==> config.mk <==
export PLATFORM = sky130hd
export DESIGN_NAME = stat_pkt_gen
export DESIGN_NICKNAME = d
export VERILOG_FILES = /design/src/rtl/stat_pkt_pkg.sv /design/src/rtl/stat_pkt_ctrl.sv /design/src/rtl/stat_pkt_shift.sv /design/src/rtl/stat_pkt_gen.sv
export SDC_FILE = /design/constraint.sdc
export NUM_CORES = 1
export LEC_CHECK = 0
export BUFFER_PORTS_ARGS = -buffer_cell sky130_fd_sc_hd__buf_2
export CORE_AREA = 2 2 73 75
export DETAILED_ROUTE_END_ITERATION = 10
export DIE_AREA = 0 0 75 77
export GPL_TIMING_DRIVEN = 0
export HOLD_SLACK_MARGIN = 0.1
export PLACE_DENSITY = 0.83
export SLEW_MARGIN = 20
export SYNTH_ARGS = -nofsm -noshare
export SYNTH_HDL_FRONTEND = slang
export SYNTH_SLANG_ARGS = --single-unit
==> constraint.sdc <==
create_clock -name clk -period 5 [get_ports clk]
set_input_delay 0.5 -clock clk [delete_from_list [all_inputs] [get_ports clk]]
set_output_delay 0.5 -clock clk [all_outputs]
set_load 0.02 [all_outputs]
==> src/rtl/stat_pkt_pkg.sv <==
package stat_pkt_pkg;
  // Reporting modes carried in control bits [7:6]
  typedef enum logic [1:0] {
    RPT_HALT   = 2'd0,
    RPT_SINGLE = 2'd1,
    RPT_AUTO   = 2'd2,
    RPT_AUTO2  = 2'd3
  } rpt_mode_e;

  localparam int TAG_W  = 6;
  localparam int BYTE_W = 8;

  function automatic logic is_auto(rpt_mode_e m);
    return m[1];
  endfunction
endpackage

==> src/rtl/stat_pkt_ctrl.sv <==
module stat_pkt_ctrl
  import stat_pkt_pkg::*;
#(
  parameter int PAYLOAD_W = 26
) (
  input  logic                 clk,
  input  logic                 rst,
  input  logic                 ctl_we,
  input  logic [7:0]           ctl_data,
  input  logic [PAYLOAD_W-1:0] status_in,
  input  logic                 accept,
  output logic                 pending,
  output logic [TAG_W-1:0]     tag
);
  rpt_mode_e            mode_q;
  logic [PAYLOAD_W-1:0] last_sent_q;
  logic                 changed;

  // a difference from the last sent word counts only in automatic mode
  assign changed = is_auto(mode_q) && (status_in != last_sent_q);

  always_ff @(posedge clk) begin
    if (rst) begin
      mode_q      <= RPT_HALT;
      tag         <= '0;
      pending     <= 1'b0;
      last_sent_q <= '0;
    end else begin
      if (ctl_we) begin
        mode_q <= rpt_mode_e'(ctl_data[7:6]);
        tag    <= ctl_data[TAG_W-1:0];
      end
      if (accept) last_sent_q <= status_in;
      // a write has priority: non-halt queues a report, halt cancels it
      if (ctl_we)       pending <= (ctl_data[7:6] != RPT_HALT);
      else if (accept)  pending <= 1'b0;
      else if (changed) pending <= 1'b1;
    end
  end
endmodule

==> src/rtl/stat_pkt_shift.sv <==
module stat_pkt_shift
  import stat_pkt_pkg::*;
#(
  parameter int         PAYLOAD_W = 26,
  parameter logic [7:0] REG_ADDR  = 8'h3C
) (
  input  logic                 clk,
  input  logic                 rst,
  input  logic                 pending,
  input  logic [PAYLOAD_W-1:0] status_in,
  input  logic [TAG_W-1:0]     tag,
  input  logic                 pkt_start,
  output logic                 accept,
  output logic                 pkt_req,
  output logic [7:0]           pkt_byte
);
  localparam int HI_W   = PAYLOAD_W - 2;
  localparam int NBYTES = 2 + (HI_W + BYTE_W - 1) / BYTE_W;
  localparam int BODY_W = (NBYTES - 1) * BYTE_W;
  localparam int CNT_W  = $clog2(NBYTES);

  logic [BODY_W-1:0] body;
  logic [BODY_W-1:0] sh_q;
  logic [CNT_W-1:0]  left_q;
  logic              busy;

  // bytes 1..NBYTES-1, lowest byte first
  always_comb begin
    body              = '0;
    body[BYTE_W-1:0]  = {tag, status_in[1:0]};
    for (int i = 0; i < HI_W; i++) body[BYTE_W + i] = status_in[2 + i];
  end

  assign busy     = (left_q != '0);
  assign pkt_req  = pending && !busy;
  assign accept   = pkt_req && pkt_start;
  assign pkt_byte = busy ? sh_q[BYTE_W-1:0] : (pkt_req ? REG_ADDR : 8'h00);

  always_ff @(posedge clk) begin
    if (rst) begin
      sh_q   <= '0;
      left_q <= '0;
    end else if (accept) begin
      sh_q   <= body;
      left_q <= CNT_W'(NBYTES - 1);
    end else if (busy) begin
      sh_q   <= sh_q >> BYTE_W;
      left_q <= left_q - CNT_W'(1);
    end
  end
endmodule

==> src/rtl/stat_pkt_gen.sv <==
module stat_pkt_gen
  import stat_pkt_pkg::*;
#(
  parameter int         PAYLOAD_W = 26,
  parameter logic [7:0] REG_ADDR  = 8'h3C
) (
  input  logic                 clk,
  input  logic                 rst,
  input  logic                 ctl_we,
  input  logic [7:0]           ctl_data,
  input  logic [PAYLOAD_W-1:0] status_in,
  input  logic                 pkt_start,
  output logic                 pkt_req,
  output logic [7:0]           pkt_byte
);
  logic             pending;
  logic             accept;
  logic [TAG_W-1:0] tag;

  stat_pkt_ctrl #(.PAYLOAD_W(PAYLOAD_W)) u_ctrl (
    .clk(clk), .rst(rst), .ctl_we(ctl_we), .ctl_data(ctl_data),
    .status_in(status_in), .accept(accept), .pending(pending), .tag(tag)
  );

  stat_pkt_shift #(.PAYLOAD_W(PAYLOAD_W), .REG_ADDR(REG_ADDR)) u_shift (
    .clk(clk), .rst(rst), .pending(pending), .status_in(status_in),
    .tag(tag), .pkt_start(pkt_start), .accept(accept),
    .pkt_req(pkt_req), .pkt_byte(pkt_byte)
  );
endmodule

# --- Word level (Yosys, flattened, before mapping) ---
# Cells that the tools add are included.
word_totals:
  regBits: 70
  inputBits: 38
  out_inout_bits: 9
  word_cells: 27
op_classes:
  n_addsub: 1
  n_eq_ne: 1
  mux: 9
  n_reduce_logical: 9
op_table:
  columns: ["operator", "n"]
  rows:
  - ["$mux W32", 2]
  - ["$ne A26 B26 Y1", 1]
  - ["$mux W8", 1]
  - ["$mux W3", 2]
  - ["$mux W6", 1]
  - ["$reduce_bool A3 Y1", 2]
  - ["$reduce_bool A2 Y1", 2]
  - ["$logic_and A1 B1 Y1", 3]
  - ["$mux W1", 3]
  - ["$sub A3 B1 Y3 const B", 1]
  - ["$reduce_or A2 Y1", 1]
  - ["$logic_not A1 Y1", 1]

# --- Longest topological paths before layout ---
# Gate-level depths: netlist of run 1.
logic_depth:
  word_depth: 6
  mapped_depth: 8

# --- By module ---
# From an unflattened synthesis of run 1, not the netlist that was laid out.
hier_totals:
  cells_unflattened: 358
  area_unflattened_um2: 3686.0
by_module_without_submodules:
  columns: ["module", "n_inst", "cells_per_inst", "area_each_um2", "seq_area_each_um2"]
  rows:
  - ["stat_pkt_shift", 1, 208, 2182.1, 700.7]
  - ["stat_pkt_ctrl", 1, 150, 1503.9, 680.7]

# --- Worst setup path after synthesis of run 1 ---
# No wires, ideal clock.
synth_path:
  path_kind: "flip-flop to output port"
  start: "register u_shift.left_q[0]"
  end: "output port pkt_byte[2]"
  t_arrival_ps: 1479
  path_slack_ps: 3021
  stages_incl_launch_ff: 6
  cell_sequence: "dfxtp_1 > inv_1 > ha_1 > ha_1 > clkbuf_1 > o21ai_0"
synth_via:
  elab_chain_len: 5
synth_lines:
  columns: ["item", "line", "rtl"]
  rows:
  - ["start: declaration", "stat_pkt_shift.sv:24", "logic [CNT_W-1:0] left_q;"]
  - ["start signal: assignment", "stat_pkt_shift.sv:45", "left_q <= CNT_W'(NBYTES - 1);"]
  - ["start signal: assignment", "stat_pkt_shift.sv:48", "left_q <= left_q - CNT_W'(1);"]
  - ["$reduce_bool A3 Y1 (*)", "stat_pkt_shift.sv:34", "assign busy = (left_q != '0);"]
  - ["$logic_not A1 Y1", "stat_pkt_shift.sv:35", "assign pkt_req = pending && !busy;"]
  - ["$logic_and A1 B1 Y1", "stat_pkt_shift.sv:35", null]
  - ["$mux W6", "stat_pkt_shift.sv:37", "assign pkt_byte = busy ? sh_q[BYTE_W-1:0] : (pkt_req ? REG_ADDR : 8'h00);"]
  - ["$mux W8 (*)", "stat_pkt_shift.sv:37", null]
  - ["end: declaration", "stat_pkt_gen.sv:14", "output logic [7:0] pkt_byte"]
# Mark *: on every way between the ends. The rest lies on a longest branch, timed or not.

# --- Final worst setup path of run 1 ---
# Ends and elaborated chain as after synthesis.

==> run_results.csv, run 1 <==
group,metric,value,unit
logic_synthesis,synthCells,343,
placed_design,place.gp.congestion,0.839,
die,coreArea,0.00498,sq mm
route,routedWlPerCell,14.5,um
logic_synthesis,ys.warnings.count,0,
critical_path,criticalPathCategory,"register to output port",
timing,hold_violations,0,
critical_path,crit_start,"u_shift.left_q[0]",
logic_synthesis,yosys.area.top_type,"dfxtp_1",
cells_and_area,area_growth_syn_to_layout,18.6,%
die,dieWidth,75,um
grt,first_global_vias,2470,
critical_path,rr_endpoint,"u_shift.sh_q[7]",
power_and_ir_drop,power.switching,0.460,mW
cells_and_area,antenna_cells,0,
cts,cts_hold_buf,0,
logic_synthesis,synth.distinct_cells,27,
grt,grt_overflow,0,
logic_synthesis,yosys_register_bits,69,
cts,cts_root_buf,"clkbuf_8",
die,ios,47,
placed_design,place_hpwl,4980,um
min_path,hp-start,"ctl_data[3]",
route,drt-initial-drc-count,147,
critical_path,crit_path_max_fanout,10,
route,via_per_inst,5.29,
grt,antenna_found_initial,0,
cells_and_area,fillCellCount,419,
cts,cts_tree,"yes",
critical_path,worst_r2r_path_depth,8,
critical_path,crit_arrival,1990,ps
route,ant_nets,0,
critical_path,worst_setup_path_start_kind,"register",
cts,clkLatencyLatePin,350,ps
route,via_count,2503,
job,max_cap_viol_count,0,
power_and_ir_drop,swShare,0.301,
critical_path,worstPathCellList,"inv_1 > ha_1 > ha_1 > clkbuf_1 > nand2_1 > o21ai_0 > buf_2",
placed_design,io_buffers,44,
timing,slew_viol_final,0,
die,rows,26,
critical_path,slowest_delay,370,ps
critical_path,rrSetupSlack,3210,ps
timing,skew,7.41,ps
power_and_ir_drop,p_seq_frac,0.410,
route,routed_wl,6880,um
logic_synthesis,avgSynthCellArea,8.55,sq um
cts,cts_buffers,9,
power_and_ir_drop,internal_power,1.07,mW
timing,finalSetupTns,0,ps
min_path,hp-class,"input port to register",
timing,relSlewSlack,0.611,
die,die_h,77,um
grt,grt_use_total,0.262,
critical_path,path_common_cell,"ha_1",
cts,cts_max_level,3,
timing,fmax,0.402,GHz
cells_and_area,mostFrequentLayoutCell,"nand2_1",
cells_and_area,layout_common_cells,"nand2_1, dfxtp_1, buf_2, a21oi_1, xnor2_1",
logic_synthesis,syn-num-nets,384,
min_path,min_delay_path_depth,3,
power_and_ir_drop,comb_power_share,0.236,
die,start_util,0.589,
status,status,"finished, final reports clean",
cells_and_area,final_cells,473,
min_path,min_to,"u_ctrl.tag[3]",
critical_path,endpoint_kind,"output port",
power_and_ir_drop,powerDensity,440,mW/mm^2
cts,post_cts_resize_count,0,
timing,period_minus_slack,2490,ps
logic_synthesis,syn_area,0.00293,sq mm
cells_and_area,finalNetCount,439,
cts,cts_buffer_depth,2,
power_and_ir_drop,leakagePower,1.32,nW
route,drtPass1Iterations,5,
cts,cts_sinks,69,
cts,path_clk_slew,70,ps
critical_path,r2r-start,"u_shift.left_q[0]",
cells_and_area,utilization,0.699,
placed_design,placedCellCount,457,
cts,post_cts_buffers,0,
timing,rsz0062_at_grt,"no",
timing,worst_pin_slew,584,ps
timing,setup_violations,0,
logic_synthesis,ys_seq_area_frac,0.471,
critical_path,required,4500,ps
power_and_ir_drop,ir_drop,251,uV
timing,min_period_over_period,0.497,
logic_synthesis,yosys-top-cells-area,"dfxtp_1, nand2_1, xnor2_1, a21oi_1, a31oi_1",
grt,grt_max_degree,13,
power_and_ir_drop,pwr-share-clk,0.354,
cells_and_area,drive_gt1_frac,0.203,
die,design.die.area,0.00578,sq mm
logic_synthesis,yosys.area.top_type_share,0.471,
route,drc_errors,0,
critical_path,critPathSlowestCell,"clkbuf_1",
grt,grt_pass1_wl,11400,um
[logic make-up after synthesis]
family,Yosys count,synth area share
and+or+nand+nor,135,0.205
buffers and inverters,32,0.0516
adders and majority gates,3,0.0128
muxes,10,0.0350
xor gates and xnor gates,27,0.0807
AOI/OAI and AO/OA,67,0.144
DFF,69,0.471
[per-layer routing]
layer / part of all wire / global-route usage
met4: 0.019 / 0.0982
met1: 0.41 / 0.321
met3: 0.070 / 0.0828
met5: 0 / 0
met2: 0.50 / 0.424
[synthesized netlist by cell type]
cell and instances:
xnor2_1 26, nor3_1 3, xor2_1 1, and3_1 1
buf_4 3, mux2_2 2, a21oi_1 38, inv_1 9
buf_6 1, nor2b_1 10, nand2b_1 16, a31oi_1 16
and2_1 1, a211oi_1 1, nor4_1 1, buf_2 10
clkbuf_1 9, nand3_1 2, o31a_1 1, nor2_1 16
ha_1 3, a221oi_2 6, dfxtp_1 69, mux2i_1 8
o21ai_0 5, nand2_1 79, nand4_1 6
[layout make-up]
class                      count  area (sq um)  area share
clock inverter                 7           114      0.0327
timing repair buffer          44           220      0.0633
sequential                    69          1380       0.397
multi-input combinational    242          1400       0.402
clock buffer                   9           124      0.0356
inverter                       9          33.8     0.00972
tap                           70          87.6      0.0252
buffer                        23           118      0.0338
[state kept, by name (all words and copies together), names as in the netlist]
| name | flops |
|---|---|
| u_ctrl.last_sent_q | 26 |
| u_ctrl.mode_q | 1 |
| u_shift.left_q | 3 |
| u_ctrl.tag | 6 |
| u_ctrl.pending | 1 |
| u_shift.sh_q | 32 |
[how the worst max path moves through the flow]
stage / to / slack, ps / cells past startpoint
finish: pkt_byte[2] / 2510 / 7
global route: pkt_byte[5] / 2290 / 7
CTS: pkt_byte[2] / 2470 / 7
detailed placement: pkt_byte[4] / 2900 / 7
floorplan: pkt_byte[2] / 3020 / 5
global placement: pkt_byte[4] / 2950 / 7
[metrics by stage]
step                setup WS, ps  cell area [sq um]  power (mW)  hold WS (ps)
global placement            2950               3240       0.988           445
floorplan                   3020               2930       0.892           437
detailed placement          2900               3240       0.998           450
finish                      2510               3480        1.53           386
global route                2290               3480        1.61           381
CTS                         2470               3480        1.53           381
[worst max-delay path: cells and delay by family (launching register included)]
family,cells,cell delay (ps)
adder cells (fa/ha/maj),2,390
buffers and inverters,3,610
flip-flops,1,320
AO/OA/AOI/OAI,1,120
AND/OR/NAND/NOR,1,200
[power by group through the flow]
| stage | combinational (mW) | sequential, mW | clock, mW |
|---|---|---|---|
| after floorplan | 0.261 | 0.631 | 0 |
| after global placement | 0.353 | 0.636 | 0 |
| after detailed placement | 0.360 | 0.638 | 0 |
| after CTS | 0.363 | 0.626 | 0.545 |
| after global routing | 0.404 | 0.632 | 0.571 |
| final | 0.361 | 0.626 | 0.541 |
Power figures use the tool's default switching activity.
==> run 2: changes to the inputs <==
--- a/config.mk
+++ b/config.mk
@@ -6,12 +6,12 @@
 export NUM_CORES = 1
 export LEC_CHECK = 0
 export BUFFER_PORTS_ARGS = -buffer_cell sky130_fd_sc_hd__buf_2
-export CORE_AREA = 2 2 73 75
+export CORE_AREA = 2 2 76 78
 export DETAILED_ROUTE_END_ITERATION = 10
-export DIE_AREA = 0 0 75 77
+export DIE_AREA = 0 0 78 80
 export GPL_TIMING_DRIVEN = 0
 export HOLD_SLACK_MARGIN = 0.1
-export PLACE_DENSITY = 0.83
+export PLACE_DENSITY = 0.77
 export SLEW_MARGIN = 20
 export SYNTH_ARGS = -nofsm -noshare
 export SYNTH_HDL_FRONTEND = slang
==> constraint.sdc (replaced) <==
create_clock -name clk -period 2.5 [get_ports clk]
set_input_delay 0.25 -clock clk [delete_from_list [all_inputs] [get_ports clk]]
set_output_delay 0.25 -clock clk [all_outputs]
set_load 0.02 [all_outputs]
==> run 2 against run 1 <==
  * Non-clock buffer count is the same
  * Utilization is 6.6 points lower
  * Die area increased by 8.1%
  * Critical endpoint is now pkt_byte[4]
==> run_results.csv, run 2 (synthesized netlist as in run 1, its figures left out) <==
group,metric,value,unit
die,coreArea,0.00541,sq mm
timing,finalSetupTns,0,ps
grt,grt_overflow,0,
die,die_h,80,um
timing,layout_setup_ws,274,ps
cts,cts_tree,"yes",
cells_and_area,layout_common_cells,"nand2_1, dfxtp_1, buf_2, a21oi_1, xnor2_1",
cells_and_area,reg.largest.list,"u_shift.sh_q (32), u_ctrl.last_sent_q (26), u_ctrl.tag (6)",
route,routedWlPerCell,14.5,um
cts,post_cts_buffers,0,
cts,path_clk_slew,70,ps
timing,min_period_over_period,0.890,
cells_and_area,fillCellCount,482,
cells_and_area,utilization,0.633,
placed_design,place.gp.congestion,0.809,
placed_design,post-place-ws,628,ps
grt,grt_pass1_wl,11300,um
timing,hold_violations,0,
cells_and_area,multiInputGateArea,0.00140,sq mm
min_path,hp-class,"input port to register",
critical_path,endpoint_kind,"output port",
critical_path,required,2250,ps
route,via_per_inst,5.24,
grt,grt_max_degree,11,
route,drtPass1Iterations,4,
timing,rsz0062_at_grt,"no",
cells_and_area,drive_gt1_frac,0.197,
placed_design,place_hpwl,4900,um
route,drc_errors,0,
critical_path,worst_setup_path_start_kind,"register",
cells_and_area,antenna_cells,0,
cts,cts_root_buf,"clkbuf_8",
timing,fmax,0.449,GHz
cts,cts_sinks,69,
critical_path,crit_path_max_fanout,10,
die,dieWidth,78,um
placed_design,io_buffers,44,
grt,first_global_vias,2401,
cells_and_area,largest_reg_flops,32,
timing,slew_viol_final,0,
job,max_cap_viol_count,0,
cells_and_area,finalNetCount,439,
timing,skew,3.99,ps
route,ant_nets,0,
timing,holdWs,148,ps
timing,setup_violations,0,
cts,cts_buffer_depth,2,
timing,worst_pin_slew,581,ps
cts,post_cts_resize_count,0,
route,via_count,2483,
die,rows,27,
power_and_ir_drop,leakagePower,1.29,nW
cells_and_area,top_register,"u_shift.sh_q",
die,start_util,0.542,
cells_and_area,mostFrequentLayoutCell,"nand2_1",
cells_and_area,area_growth_syn_to_layout,16.6,%
cts,clkLatencyLatePin,340,ps
grt,grt_use_total,0.239,
critical_path,crit_arrival,1980,ps
timing,relSlewSlack,0.613,
cts,cts_hold_buf,0,
timing,period_minus_slack,2230,ps
cts,cts_max_level,3,
power_and_ir_drop,powerDensity,822,mW/mm^2
critical_path,criticalPathCategory,"register to output port",
grt,antenna_found_initial,0,
route,drt-initial-drc-count,124,
die,design.die.area,0.00624,sq mm
status,status,"finished, final reports clean",
die,ios,47,
cells_and_area,regArea,0.00138,sq mm
cts,cts_buffers,9,
power_and_ir_drop,ir_drop,394,uV
route,routed_wl,6880,um
==> run 2: cell types whose count changed in the layout (fill, tap and decap cells not counted) <==
| cell | before | now |
|---|---|---|
| clkbuf_8 | 9 | 12 |
| clkbuf_1 | 9 | 11 |
| clkinv_2 | 3 | 1 |
| bufinv_16 | 3 | 0 |
| clkinv_4 | 1 | 0 |
==> run 2: final timing paths <==
kind	startpoint	end	slack, ps	cells after the start
worst max-delay path	u_shift.left_q[0]	pkt_byte[4]	270	7
worst min-delay path	ctl_data[0]	u_ctrl.tag[0]	150	3
worst max register to register	u_shift.left_q[0]	u_ctrl.last_sent_q[18]	690	7
worst min register to register	u_shift.sh_q[25]	u_shift.sh_q[25]	460	2
==> run 2: worst max-delay path: stages, from the launching register on <==
cell,delay [ps]
dfxtp_1,320
inv_1,60
ha_1,170
ha_1,230
clkbuf_1,370
nand2_1,190
o21ai_0,110
buf_2,190
==> run 2: metal layers <==
metal | global-route usage | wire length, um | vias to the layer above
met5 | 0 | 0 | -
li1 | - | - | 1252
met4 | 0.119 | 147 | 0
met2 | 0.399 | 3280 | 77
met1 | 0.298 | 2990 | 1143
met3 | 0.0430 | 458 | 11
==> run 2: where the power goes <==
| group | switching (mW) | internal, mW |
|---|---|---|
| combinational | 0.440 | 0.285 |
| sequential | 0.0590 | 1.19 |
| clock | 0.397 | 0.436 |
| total | 0.895 | 1.91 |
==> run 2: layout make-up <==
cell class                      count  share of cell area
Multi-Input combinational cell    242               0.409
Clock inverter                      1             0.00146
Sequential cell                    69               0.404
Buffer                             23              0.0344
Timing Repair Buffer               44              0.0644
Clock buffer                       14              0.0505
Tap cell                           72              0.0263
Inverter                            9             0.00988
==> run 2: through the flow <==
step	instances	area [sq um]	power, mW
after floorplan	343	2930	1.78
after global placement	459	3240	1.98
after detailed placement	459	3240	2.00
after CTS	474	3420	2.82
after global routing	474	3420	2.96
final	474	3420	2.81
==> run 3: changes to the inputs <==
--- a/config.mk
+++ b/config.mk
@@ -12,6 +12,7 @@
 export GPL_TIMING_DRIVEN = 0
 export HOLD_SLACK_MARGIN = 0.1
 export PLACE_DENSITY = 0.77
+export SETUP_SLACK_MARGIN = 0.5
 export SLEW_MARGIN = 20
 export SYNTH_ARGS = -nofsm -noshare
 export SYNTH_HDL_FRONTEND = slang
==> run 3 against run 2 <==
  * Sequential power about the same
  * Clock skew about the same
  * Sequential share of layout area down 0.21 points
  * Global-route usage up 0.12 points
  * Critical path type unchanged
  * Critical endpoint is now pkt_byte[5]
  * Largest power group unchanged
==> run_results.csv, run 3 (synthesized netlist as in run 1, its figures left out) <==
group,metric,value,unit
cells_and_area,mostFrequentLayoutCell,"nand2_1",
cells_and_area,multiInputGateArea,0.00141,sq mm
critical_path,r2r-start,"u_shift.left_q[0]",
cts,cts_max_level,3,
critical_path,worstPathCellList,"inv_1 > ha_1 > ha_2 > clkbuf_8 > o21ai_0 > buf_2",
cts,cts_root_buf,"clkbuf_8",
critical_path,critPathSlowestCell,"dfxtp_2",
route,ant_nets,0,
die,ios,47,
power_and_ir_drop,ir_drop,442,uV
min_path,hp-start,"ctl_data[4]",
route,drt-initial-drc-count,123,
timing,min_period_over_period,0.766,
cells_and_area,drive_gt1_frac,0.206,
critical_path,worst_setup_path_start_kind,"register",
cells_and_area,layout_common_cells,"nand2_1, dfxtp_1, buf_2, a21oi_1, xnor2_1",
cells_and_area,final_cells,474,
power_and_ir_drop,powerDensity,828,mW/mm^2
cts,cts_sinks,69,
cells_and_area,reg.largest.list,"u_shift.sh_q (32), u_ctrl.last_sent_q (26), u_ctrl.tag (6)",
cells_and_area,largest_reg_flops,32,
route,routedWlPerCell,14.6,um
critical_path,criticalPathCategory,"register to output port",
timing,period_minus_slack,1920,ps
placed_design,place_area,0.00324,sq mm
cells_and_area,finalNetCount,439,
timing,rsz0062_at_grt,"yes",
min_path,min_delay_path_depth,3,
route,via_count,2497,
cts,cts_buffers,9,
route,routed_wl,6930,um
cells_and_area,antenna_cells,0,
critical_path,required,2250,ps
die,start_util,0.542,
grt,grt_max_degree,11,
timing,setup_violations,0,
cells_and_area,top_register,"u_shift.sh_q",
power_and_ir_drop,leakagePower,1.30,nW
job,max_cap_viol_count,0,
timing,hold_violations,0,
route,via_per_inst,5.27,
cells_and_area,fillCellCount,481,
grt,grt_pass1_wl,11400,um
route,drtPass1Iterations,4,
grt,first_global_vias,2403,
timing,skew,3.60,ps
min_path,hp-class,"input port to register",
timing,holdWs,143,ps
critical_path,rr_endpoint,"u_ctrl.last_sent_q[15]",
placed_design,place_hpwl,4900,um
die,dieWidth,78,um
critical_path,slowest_delay,330,ps
timing,worst_pin_slew,572,ps
status,status,"finished, final reports clean",
cells_and_area,regArea,0.00138,sq mm
cts,path_clk_slew,70,ps
cts,cts_tree,"yes",
grt,grt_overflow,0,
critical_path,worst_r2r_path_depth,8,
placed_design,io_buffers,44,
die,coreArea,0.00541,sq mm
grt,antenna_found_initial,0,
route,drc_errors,0,
cells_and_area,area_growth_syn_to_layout,17.4,%
cts,cts_buffer_depth,2,
die,design.die.area,0.00624,sq mm
critical_path,crit_arrival,1670,ps
critical_path,rrSetupSlack,760,ps
placed_design,place.gp.congestion,0.809,
timing,relSlewSlack,0.619,
critical_path,endpoint_kind,"output port",
timing,slew_viol_final,0,
timing,finalSetupTns,0,ps
placed_design,placedCellCount,459,
grt,grt_use_total,0.240,
cells_and_area,final_area,0.00344,sq mm
cts,cts_hold_buf,0,
min_path,min_to,"u_ctrl.tag[4]",
cts,clkLatencyLatePin,350,ps
critical_path,crit_path_max_fanout,10,
die,die_h,80,um
timing,fmax,0.522,GHz
die,rows,27,
==> run 3: cell types whose count changed in the layout (fill, tap and decap cells not counted) <==
cell,change
ha_1,-1
o21ai_0,-2
clkbuf_1,-1
dfxtp_2,+1
nand2_1,-1
dfxtp_1,-1
o21ai_1,+2
nand2_4,+1
clkbuf_8,+1
ha_2,+1
==> run 3: area by class of cell <==
type                       count  share of cell area
multi-input combinational    242               0.409
tap                           72              0.0262
inverter                       9             0.00982
clock buffer                  14              0.0502
clock inverter                 1             0.00145
timing repair buffer          44              0.0640
buffer                        23              0.0371
sequential                    69               0.402
==> run 3: worst max path at each step <==
stage,from,to,slack (ps)
floorplan,u_shift.left_q[0],pkt_byte[2],770
global route,u_shift.left_q[0],pkt_byte[3],490
detailed placement,u_shift.left_q[0],pkt_byte[4],630
CTS,u_shift.left_q[0],pkt_byte[4],500
finish,u_shift.left_q[0],pkt_byte[5],580
global placement,u_shift.left_q[0],pkt_byte[4],670
==> run 3: repair_timing <==
item	CTS	global route
endpoints found under the hold margin	0	0
setup buffers	0	0
setup endpoints to repair	9	9
resized for setup	4	5
pin swaps	0	0
==> run 3: where the power goes <==
group | internal (mW) | switching [mW] | total [mW] | leakage [nW]
combinational | 0.306 | 0.448 | 0.754 | 0.646
sequential | 1.20 | 0.0595 | 1.26 | 0.561
clock | 0.436 | 0.404 | 0.839 | 0.0926
==> run 3: routing by layer <==
metal  track usage  part of all wire  vias to the layer above
li1              -                 -                     1258
met1         0.300              0.43                     1140
met2         0.401              0.48                       85
met3        0.0430             0.068                       14
met4         0.119             0.023                        0
met5             0                 0                        -
==> run 3: stage by stage <==
stage                     utilization  total power [mW]  setup WS, ps
after floorplan                     -              1.78           771
after global placement          0.600              1.98           672
after detailed placement        0.600              2.00           628
after CTS                       0.635              2.84           501
after global routing            0.637              2.99           490
final                           0.637              2.85           584
==> run 3: worst max-delay path: cells and delay by family, from the launching register on <==
family	cells	cell delay, ps
fa+ha+maj	2	430
buf+inv	3	390
flops	1	330
compound gates	1	150
